==> config.mk <==
export PLATFORM = sky130hd
export DESIGN_NAME = cop_addr_decode
export DESIGN_NICKNAME = d
export VERILOG_FILES = /design/src/rtl/cad_pkg.sv /design/src/rtl/cad_region_decode.sv /design/src/rtl/cad_offset_calc.sv /design/src/rtl/cad_wait_ctrl.sv /design/src/rtl/cop_addr_decode.sv
export SDC_FILE = /design/constraint.sdc
export NUM_CORES = 1
export LEC_CHECK = 0
export ABC_AREA = 1
export ABC_CLOCK_PERIOD_IN_PS = 2350
export BUFFER_PORTS_ARGS = -buffer_cell sky130_fd_sc_hd__buf_2
export CAP_MARGIN = 30
export CORE_ASPECT_RATIO = 0.8
export CORE_MARGIN = 10
export CORE_UTILIZATION = 35
export DETAILED_ROUTE_END_ITERATION = 6
export PLACE_DENSITY = 0.64
export SYNTH_ARGS = -nofsm -noshare
export SYNTH_HDL_FRONTEND = slang
export SYNTH_HIERARCHICAL = 1
export SYNTH_SLANG_ARGS = --single-unit
==> constraint.sdc <==
create_clock -name clk -period 2.35 [get_ports clk]
set_input_delay 0.3525 -clock clk [delete_from_list [all_inputs] [get_ports clk]]
set_output_delay 0.3525 -clock clk [all_outputs]
set_load 0.005 [all_outputs]
==> src/rtl/cad_pkg.sv <==
package cad_pkg;
  localparam int ADDR_W = 24;
  localparam int NTGT   = 6;
  localparam int T_REG  = 0;
  localparam int T_ROM  = 1;
  localparam int T_WIN  = 2;
  localparam int T_IRAM = 3;
  localparam int T_BWD  = 4;
  localparam int T_BMP  = 5;
  typedef logic [NTGT-1:0] tsel_t;
endpackage

==> src/rtl/cad_region_decode.sv <==
module cad_region_decode
  import cad_pkg::*;
(
  input  logic [ADDR_W-1:0] addr,
  input  logic              we,
  output tsel_t             hit,
  output logic              slow
);
  logic lob;
  assign lob = ~addr[22];

  always_comb begin
    hit = '0;
    if (lob && addr[15:9] == 7'b0010_001) begin
      hit[T_REG] = 1'b1;
    end else if ((lob && addr[15]) || addr[23:22] == 2'b11) begin
      hit[T_ROM] = ~we;
    end else if (lob && addr[15:13] == 3'b011) begin
      hit[T_WIN] = 1'b1;
    end else if (lob && (addr[15:11] == 5'b00000 || addr[15:11] == 5'b00110)) begin
      hit[T_IRAM] = 1'b1;
    end else if (addr[23:20] == 4'h4) begin
      hit[T_BWD] = 1'b1;
    end else if (addr[23:20] == 4'h6) begin
      hit[T_BMP] = 1'b1;
    end
  end

  assign slow = (lob && addr[15:13] == 3'b011) ||
                ({addr[23:22], addr[20]} == 3'b010);
endmodule

==> src/rtl/cad_offset_calc.sv <==
module cad_offset_calc
  import cad_pkg::*;
#(
  parameter int BWRAM_AW = 18,
  parameter int OFF_W    = 22
) (
  input  logic [ADDR_W-1:0] addr,
  input  tsel_t             hit,
  output logic [OFF_W-1:0]  off
);
  logic [1:0]  rom_seg;
  logic [19:0] rom_low;

  always_comb begin
    if (addr[23:22] == 2'b11) begin
      rom_seg = addr[21:20];
      rom_low = addr[19:0];
    end else begin
      rom_seg = {addr[23], addr[21]};
      rom_low = {addr[20:16], addr[14:0]};
    end
  end

  always_comb begin
    off = '0;
    unique case (1'b1)
      hit[T_REG]:  off[8:0]          = addr[8:0];
      hit[T_ROM]:  off[21:0]         = {rom_seg, rom_low};
      hit[T_WIN]:  off[12:0]         = addr[12:0];
      hit[T_IRAM]: off[10:0]         = addr[10:0];
      hit[T_BWD]:  off[BWRAM_AW-1:0] = addr[BWRAM_AW-1:0];
      hit[T_BMP]:  off[19:0]         = addr[19:0];
      default:     off               = '0;
    endcase
  end
endmodule

==> src/rtl/cad_wait_ctrl.sv <==
module cad_wait_ctrl (
  input  logic clk,
  input  logic rst,
  input  logic accept,
  input  logic slow,
  output logic stall
);
  always_ff @(posedge clk) begin
    if (rst) stall <= 1'b0;
    else     stall <= accept & slow;
  end

  // a wait lasts exactly one cycle
  assert_stall_single_R8: assert property (@(posedge clk) disable iff (rst)
    stall |=> !stall);
endmodule

==> src/rtl/cop_addr_decode.sv <==
module cop_addr_decode
  import cad_pkg::*;
#(
  parameter int DATA_W   = 8,
  parameter int BWRAM_AW = 18,
  parameter int OFF_W    = 22
) (
  input  logic              clk,
  input  logic              rst,
  input  logic              req_valid,
  input  logic              req_we,
  input  logic [23:0]       req_addr,
  input  logic [DATA_W-1:0] req_wdata,
  output logic              stall,
  output logic              tgt_valid,
  output logic [5:0]        tgt_sel,
  output logic [OFF_W-1:0]  tgt_off,
  output logic              tgt_we,
  output logic [DATA_W-1:0] tgt_wdata,
  input  logic [DATA_W-1:0] tgt_rdata,
  output logic [DATA_W-1:0] rd_data
);
  tsel_t             hit;
  logic              slow;
  logic [OFF_W-1:0]  off_d;
  logic [DATA_W-1:0] hold_q;
  logic              accept;

  assign accept = req_valid & ~stall;

  cad_region_decode u_dec (.addr(req_addr), .we(req_we), .hit(hit), .slow(slow));

  cad_offset_calc #(.BWRAM_AW(BWRAM_AW), .OFF_W(OFF_W)) u_off (
    .addr(req_addr), .hit(hit), .off(off_d));

  cad_wait_ctrl u_wait (.clk(clk), .rst(rst), .accept(accept), .slow(slow), .stall(stall));

  always_ff @(posedge clk) begin
    if (rst) begin
      tgt_valid <= 1'b0;
      tgt_sel   <= '0;
      tgt_off   <= '0;
      tgt_we    <= 1'b0;
      tgt_wdata <= '0;
      hold_q    <= '0;
    end else if (accept) begin
      tgt_valid <= 1'b1;
      tgt_sel   <= hit;
      tgt_off   <= off_d;
      tgt_we    <= req_we;
      tgt_wdata <= req_wdata;
      if (req_we) hold_q <= req_wdata;
    end else if (!stall) begin
      tgt_valid <= 1'b0;
      tgt_sel   <= '0;
      tgt_off   <= '0;
      tgt_we    <= 1'b0;
      tgt_wdata <= '0;
    end
  end

  assign rd_data = (|tgt_sel) ? tgt_rdata : hold_q;

  assert_one_target_R10: assert property (@(posedge clk) disable iff (rst)
    $onehot0(tgt_sel));
  assert_idle_clear_R9: assert property (@(posedge clk) disable iff (rst)
    !tgt_valid |-> (tgt_sel == '0 && !stall));
  assert_hold_on_stall_R9: assert property (@(posedge clk) disable iff (rst)
    stall |=> (tgt_valid && $stable(tgt_sel) && $stable(tgt_off) && $stable(tgt_wdata)));
  assert_rom_write_dropped_R6: assert property (@(posedge clk) disable iff (rst)
    (tgt_valid && tgt_we) |-> !tgt_sel[T_ROM]);
  assert_hold_tracks_write_R7: assert property (@(posedge clk) disable iff (rst)
    (tgt_valid && tgt_we) |-> (hold_q == tgt_wdata));
endmodule

==> flow_summary.json, run 1 <==
{
  "power_frac_seq_pct": 49.2,
  "cts.clk_slew.worst_paths_ns": 0.08,
  "switchingPower_uw": 453.7,
  "synth_top_area_cell": "dfxtp_1",
  "multi_input_comb_area_mm2": 0.001245,
  "final.fill_count": 742,
  "p_sw_share_pct": 26.52,
  "hold_viol": 0,
  "die_y_um": 95.48,
  "tritoncts": "yes",
  "grt_pass1_vias": 2416,
  "synth_seq_cells": 47,
  "synthDistinctLibCells": 24,
  "ctsLongestPathBuffers": 2,
  "clk_latency_ns": 0.29,
  "place.port_buffers": 90,
  "cp-start-kind": "flip-flop",
  "finalCriticalPeriod_ns": 1.924,
  "ys_seq_area_share_pct": 37.75,
  "tightestPinTransition_ns": 0.6123,
  "syn_to_final_growth_pct": 23.34,
  "hpwlAfterDp_um": 5373,
  "worstPathRequired_ns": 2.00,
  "die_area_mm2": 0.01092,
  "finalSetupTns_ns": 0,
  "htreeDepth": 2,
  "fin_crit_sh_pct": 81.89,
  "drtIter0Drc": 86,
  "synthArstFlopShare_pct": 0,
  "slew_headroom_pct": 59.18,
  "gr-usage-met1_pct": 16.47,
  "yosysTopAreaCellShare_pct": 37.75,
  "syn_area_per_cell_um2": 6.904,
  "use_met3_pct": 6.026,
  "drive_gt1_share_pct": 34.90,
  "drc_errors": 0,
  "synth_most_common_cell": "nand2_1",
  "setup_violations": 0,
  "antenna_cells": 0,
  "layout.area.seq_um2": 940.9,
  "core_mm2": 0.006892,
  "gp_congestion": 0.8101,
  "dpl_worst_slack_ns": 0.5422,
  "synth_top_flop_cell": "dfxtp_1",
  "busiest_layer": "met2",
  "cts.sinks": 47,
  "synth_area_mm2": 0.002492,
  "maxCapViolCount": 0,
  "routedWlPerCell_um": 13.25,
  "antenna_found_initial": 0,
  "path_max_fanout": 9,
  "fmax_mhz": 519.6,
  "ctsHoldBuffers": 0,
  "path_class": "reg -> out",
  "p_per_area_mw_per_mm2": 556.5,
  "clock_power_share_pct": 33.4,
  "finalMaxSlewViolations": 0,
  "cts_buffers": 5,
  "io_pins": 91,
  "cts_setup_buffers": 0,
  "num_vias": 2468,
  "synth_nets": 405,
  "num-nets-final": 491,
  "syn_inst": 361,
  "worstPathArrival_ns": 1.57,
  "synth_area_leaders": "dfxtp_1 38%, nand2_1 18%, a21oi_2 7.0%",
  "overflow": 0,
  "use_met2_pct": 19.60,
  "vias_per_cell": 4.622,
  "grt_max_degree": 27,
  "power_leakage_nw": 1.585,
  "num_rows": 27,
  "first_pass_iters": 4,
  "grt_usage_pct": 12.95,
  "ctsResizeCount": 0,
  "fin_ws_ns": 0.4255,
  "fin_skew_ns": 0.003587,
  "die_x_um": 114.3,
  "cts-root-buf": "clkbuf_8",
  "outcome": "complete, no violations",
  "wl_um": 7076,
  "synth-edff-count": 0,
  "ir_worst_vdd_uv": 347.4,
  "hp-class": "in -> reg",
  "final_antenna_net_count": 0,
  "initial_core_util_pct": 36.17,
  "grt_pass1_wl_um": 11740,
  "internal_power_mw": 1.257,
  "yosysWarnings": 6,
  "cp-end-kind": "primary output",
  "power.share.combinational_pct": 17.4,
  "synthTopCellsByCount": "121 x nand2_1, 47 x dfxtp_1, 44 x inv_1",
  "rsz0062_at_grt": "no"
}
==> state kept, by name, summed over array words and instances, names as in the netlist <==
register      count
tgt_valid         1
u_wait/stall      1
tgt_sel           6
hold_q            8
tgt_wdata         8
tgt_we            1
tgt_off          22
==> worst max-delay path: stages (launching register included) <==
cell     delay [ns]
dfxtp_1        0.35
nor2_2         0.33
nand3_1        0.29
nand2_1        0.13
nand2_1        0.06
buf_2          0.12
==> cell type report <==
| class | count | area share, % |
|---|---|---|
| repair buffers | 95 | 16.28 |
| clock inverters | 1 | 0.9768 |
| flip-flops and latches | 47 | 30.61 |
| well taps | 87 | 3.541 |
| clock buffers | 6 | 2.361 |
| multi-input cells | 251 | 40.50 |
| inverters | 47 | 5.739 |
==> worst paths after layout <==
path	from	to	slack, ns	cells after the start
setup / recovery	tgt_sel[2]	rd_data[1]	0.43	5
hold / removal	req_wdata[4]	tgt_wdata[4]	0.32	3
setup reg to reg	u_wait/stall	tgt_sel[1]	1.13	5
hold reg to reg	tgt_off[15]	tgt_off[15]	0.45	2
==> power groups by stage <==
| stage | sequential, mW | combinational (mW) | clock [mW] |
|---|---|---|---|
| 6_report | 0.842 | 0.297 | 0.572 |
| 3_5_place_dp | 0.860 | 0.300 | 0 |
| 4_1_cts | 0.842 | 0.302 | 0.598 |
| 2_1_floorplan | 0.862 | 0.188 | 0 |
| 5_1_grt | 0.846 | 0.342 | 0.634 |
| 3_3_place_gp | 0.860 | 0.296 | 0 |
==> per-layer routing <==
layer | part of all wire (%) | vias to the layer above
li1 | - | 1297
met4 | 0.34 | 0
met2 | 42 | 67
met1 | 48 | 1102
met3 | 9.9 | 2
met5 | 0 | -
==> metrics by stage <==
step           instance area, um2  hold slack, ns  util, %  cells  power, mW
3_3_place_gp                 2972          0.4399    43.12    527      1.155
2_1_floorplan                2492          0.4194        -    361      1.050
5_1_grt                      3074          0.3069    44.61    534      1.822
3_5_place_dp                 2972          0.4458    43.12    527      1.161
6_report                     3074          0.3150    44.61    534      1.711
4_1_cts                      3074          0.3038    44.61    534      1.742
==> logic make-up (layout without fill, tap and decap cells) <==
family                 Yosys count  after routing  synth area share (%)
and+or+nand+nor                208            208                 38.10
buffers and inverters           63            149                 12.30
DFF                             47             47                 37.75
AOI/OAI and AO/OA               43             43                 11.85
==> layout by cell type (no fill, tap or decap) <==
cell,netlist,final
nand2_2,22,22
buf_2,5,90
nand3_1,12,12
o21ai_0,1,1
nor2_4,3,3
inv_1,44,44
a21oi_1,20,20
buf_12,2,1
nor2_1,26,26
nand2_1,121,121
a21boi_0,2,2
inv_2,3,3
nand3_2,1,1
nand4_1,16,16
buf_4,2,4
nand3b_1,1,1
nand3_4,1,1
dfxtp_1,47,47
bufinv_16,0,1
a21oi_2,20,20
clkbuf_8,0,5
clkbuf_1,1,1
nor2_2,5,5
No activity file was read; power rests on OpenSTA's default activity.
==> run 2, diff against run 1 <==
--- a/config.mk
+++ b/config.mk
@@ -6,14 +6,14 @@
 export NUM_CORES = 1
 export LEC_CHECK = 0
 export ABC_AREA = 1
-export ABC_CLOCK_PERIOD_IN_PS = 2350
+export ABC_CLOCK_PERIOD_IN_PS = 1600
 export BUFFER_PORTS_ARGS = -buffer_cell sky130_fd_sc_hd__buf_2
 export CAP_MARGIN = 30
 export CORE_ASPECT_RATIO = 0.8
 export CORE_MARGIN = 10
 export CORE_UTILIZATION = 35
 export DETAILED_ROUTE_END_ITERATION = 6
-export PLACE_DENSITY = 0.64
+export PLACE_DENSITY = 0.66
 export SYNTH_ARGS = -nofsm -noshare
 export SYNTH_HDL_FRONTEND = slang
 export SYNTH_HIERARCHICAL = 1
==> constraint.sdc (replaced) <==
create_clock -name clk -period 1.6 [get_ports clk]
set_input_delay 0.24 -clock clk [delete_from_list [all_inputs] [get_ports clk]]
set_output_delay 0.24 -clock clk [all_outputs]
set_load 0.005 [all_outputs]
==> run 2 against run 1 <==
Setup slack got worse by 0.35 ns. Critical endpoint is now rd_data[5]. Non-clock buffer count rose by 7. Critical path depth did not move. Combinational power rose by 53%. Global-route usage fell by 0.15 points. Final area rose by 3.6%. Clock power rose by 60%. Sequential share of layout area fell by 1.1 points. First-iteration DRC count rose by 16%. Clock skew rose by 0.0042 ns. Die area did not move. Largest power group unchanged.
==> flow_summary.json, run 2 (same netlist as run 1, synthesis figures left out) <==
{
  "outcome": "complete, no violations",
  "gp_congestion": 0.7696,
  "num_vias": 2481,
  "routedWlPerCell_um": 13.07,
  "core_mm2": 0.006892,
  "fin_skew_ns": 0.007737,
  "maxCapViolCount": 0,
  "cts_setup_buffers": 0,
  "dp.cells": 534,
  "finish.utilization_pct": 46.22,
  "num_rows": 27,
  "antenna_found_initial": 0,
  "syn_to_final_growth_pct": 27.81,
  "dpl_worst_slack_ns": 0.1352,
  "instances_no_fill": 542,
  "cp-end-kind": "primary output",
  "cts.sinks": 47,
  "antenna_cells": 0,
  "path_class": "reg -> out",
  "num-nets-final": 498,
  "hp-class": "in -> reg",
  "worstPathArrival_ns": 1.28,
  "io_pins": 91,
  "cts-root-buf": "clkbuf_8",
  "multi_input_comb_area_mm2": 0.001272,
  "grt_max_degree": 48,
  "grt_pass1_vias": 2430,
  "clk_latency_ns": 0.29,
  "path_max_fanout": 8,
  "drive_gt1_share_pct": 36.48,
  "drc_errors": 0,
  "final_antenna_net_count": 0,
  "drtIter0Drc": 100,
  "ctsLongestPathBuffers": 2,
  "ir_worst_vdd_uv": 362.0,
  "p_per_area_mw_per_mm2": 819.9,
  "first_pass_iters": 4,
  "fin_ws_ns": 0.07952,
  "fmax_mhz": 657.7,
  "cp-start-kind": "flip-flop",
  "htreeDepth": 2,
  "initial_core_util_pct": 36.17,
  "setup_violations": 0,
  "tritoncts": "yes",
  "die_area_mm2": 0.01092,
  "tightestPinTransition_ns": 0.3466,
  "die_y_um": 95.48,
  "hpwlAfterDp_um": 5318,
  "cts_buffers": 5,
  "worstPathRequired_ns": 1.36,
  "place.port_buffers": 90,
  "final.fill_count": 722,
  "final_cell_mix": "121 x nand2_1, 90 x buf_2, 47 x dfxtp_1",
  "layout.area.seq_um2": 940.9,
  "whs_ns": 0.1888,
  "rsz0062_at_grt": "no",
  "finalSetupTns_ns": 0,
  "fin_crit_sh_pct": 95.03,
  "largest-register": "tgt_off",
  "grt_pass1_wl_um": 11560,
  "slew_headroom_pct": 76.81,
  "layout_commonest_cell": "nand2_1",
  "overflow": 0,
  "power_leakage_nw": 1.648,
  "die_x_um": 114.3,
  "p_total_mw": 2.612,
  "cts.clk_slew.worst_paths_ns": 0.10,
  "finalCriticalPeriod_ns": 1.520,
  "largest_reg_flops": 22,
  "finalInstanceArea_mm2": 0.003186,
  "grt_usage_pct": 12.80,
  "wl_um": 7082,
  "vias_per_cell": 4.577,
  "reg_top3": "tgt_off: 22 flops, hold_q: 8 flops, tgt_wdata: 8 flops",
  "finalMaxSlewViolations": 0,
  "hold_viol": 0,
  "place_area_mm2": 0.003037
}
[run 2: changes by cell type in the layout (fill, tap and decap cells not counted), sizes merged]
cell / previous run / this run
buf: 95 / 102
clkinv: 0 / 1
[run 2: power by group]
group	switching, mW	internal (mW)	total (mW)
registers	0.0246	1.21	1.24
logic	0.266	0.189	0.455
clock network	0.412	0.506	0.918
total	0.702	1.91	2.61
[run 2: critical path, stage by stage, from the launching register on]
cell and delay (ns):
dfxtp_1 0.36, nor2_4 0.16, buf_4 0.17, nand4_1 0.11, nand2_1 0.07, buf_2 0.11
[run 2: repair_timing]
| item | CTS | global route |
|---|---|---|
| hold buffers | 0 | 0 |
| pin swaps | 0 | 0 |
| resized for setup | 1 | 5 |
| setup endpoints to repair | 8 | 8 |
[run 2: area by class of cell]
type / count / share of cell area [%]
clock buffer: 6 / 2.592
clock inverter: 2 / 1.100
inverter: 47 / 5.538
multi-input combinational: 251 / 39.94
sequential: 47 / 29.54
tap: 87 / 3.417
timing repair buffer: 102 / 17.87
[run 2: worst paths after layout]
kind | startpoint | to | slack (ns) | depth (start not counted)
setup / recovery | tgt_sel[0] | rd_data[5] | 0.08 | 5
hold / removal | req_wdata[7] | tgt_wdata[7] | 0.19 | 3
setup reg to reg | u_wait/stall | tgt_off[14] | 0.43 | 4
hold reg to reg | tgt_off[10] | tgt_off[10] | 0.45 | 2
[run 2: routing by layer]
metal / up-vias / global-route usage [%] / wire length (um)
met4: 0 / 2.604 / 24
li1: 1302 / - / -
met2: 73 / 20.31 / 3222
met3: 4 / 4.896 / 617
met1: 1102 / 16.24 / 3218
met5: - / 0 / 0
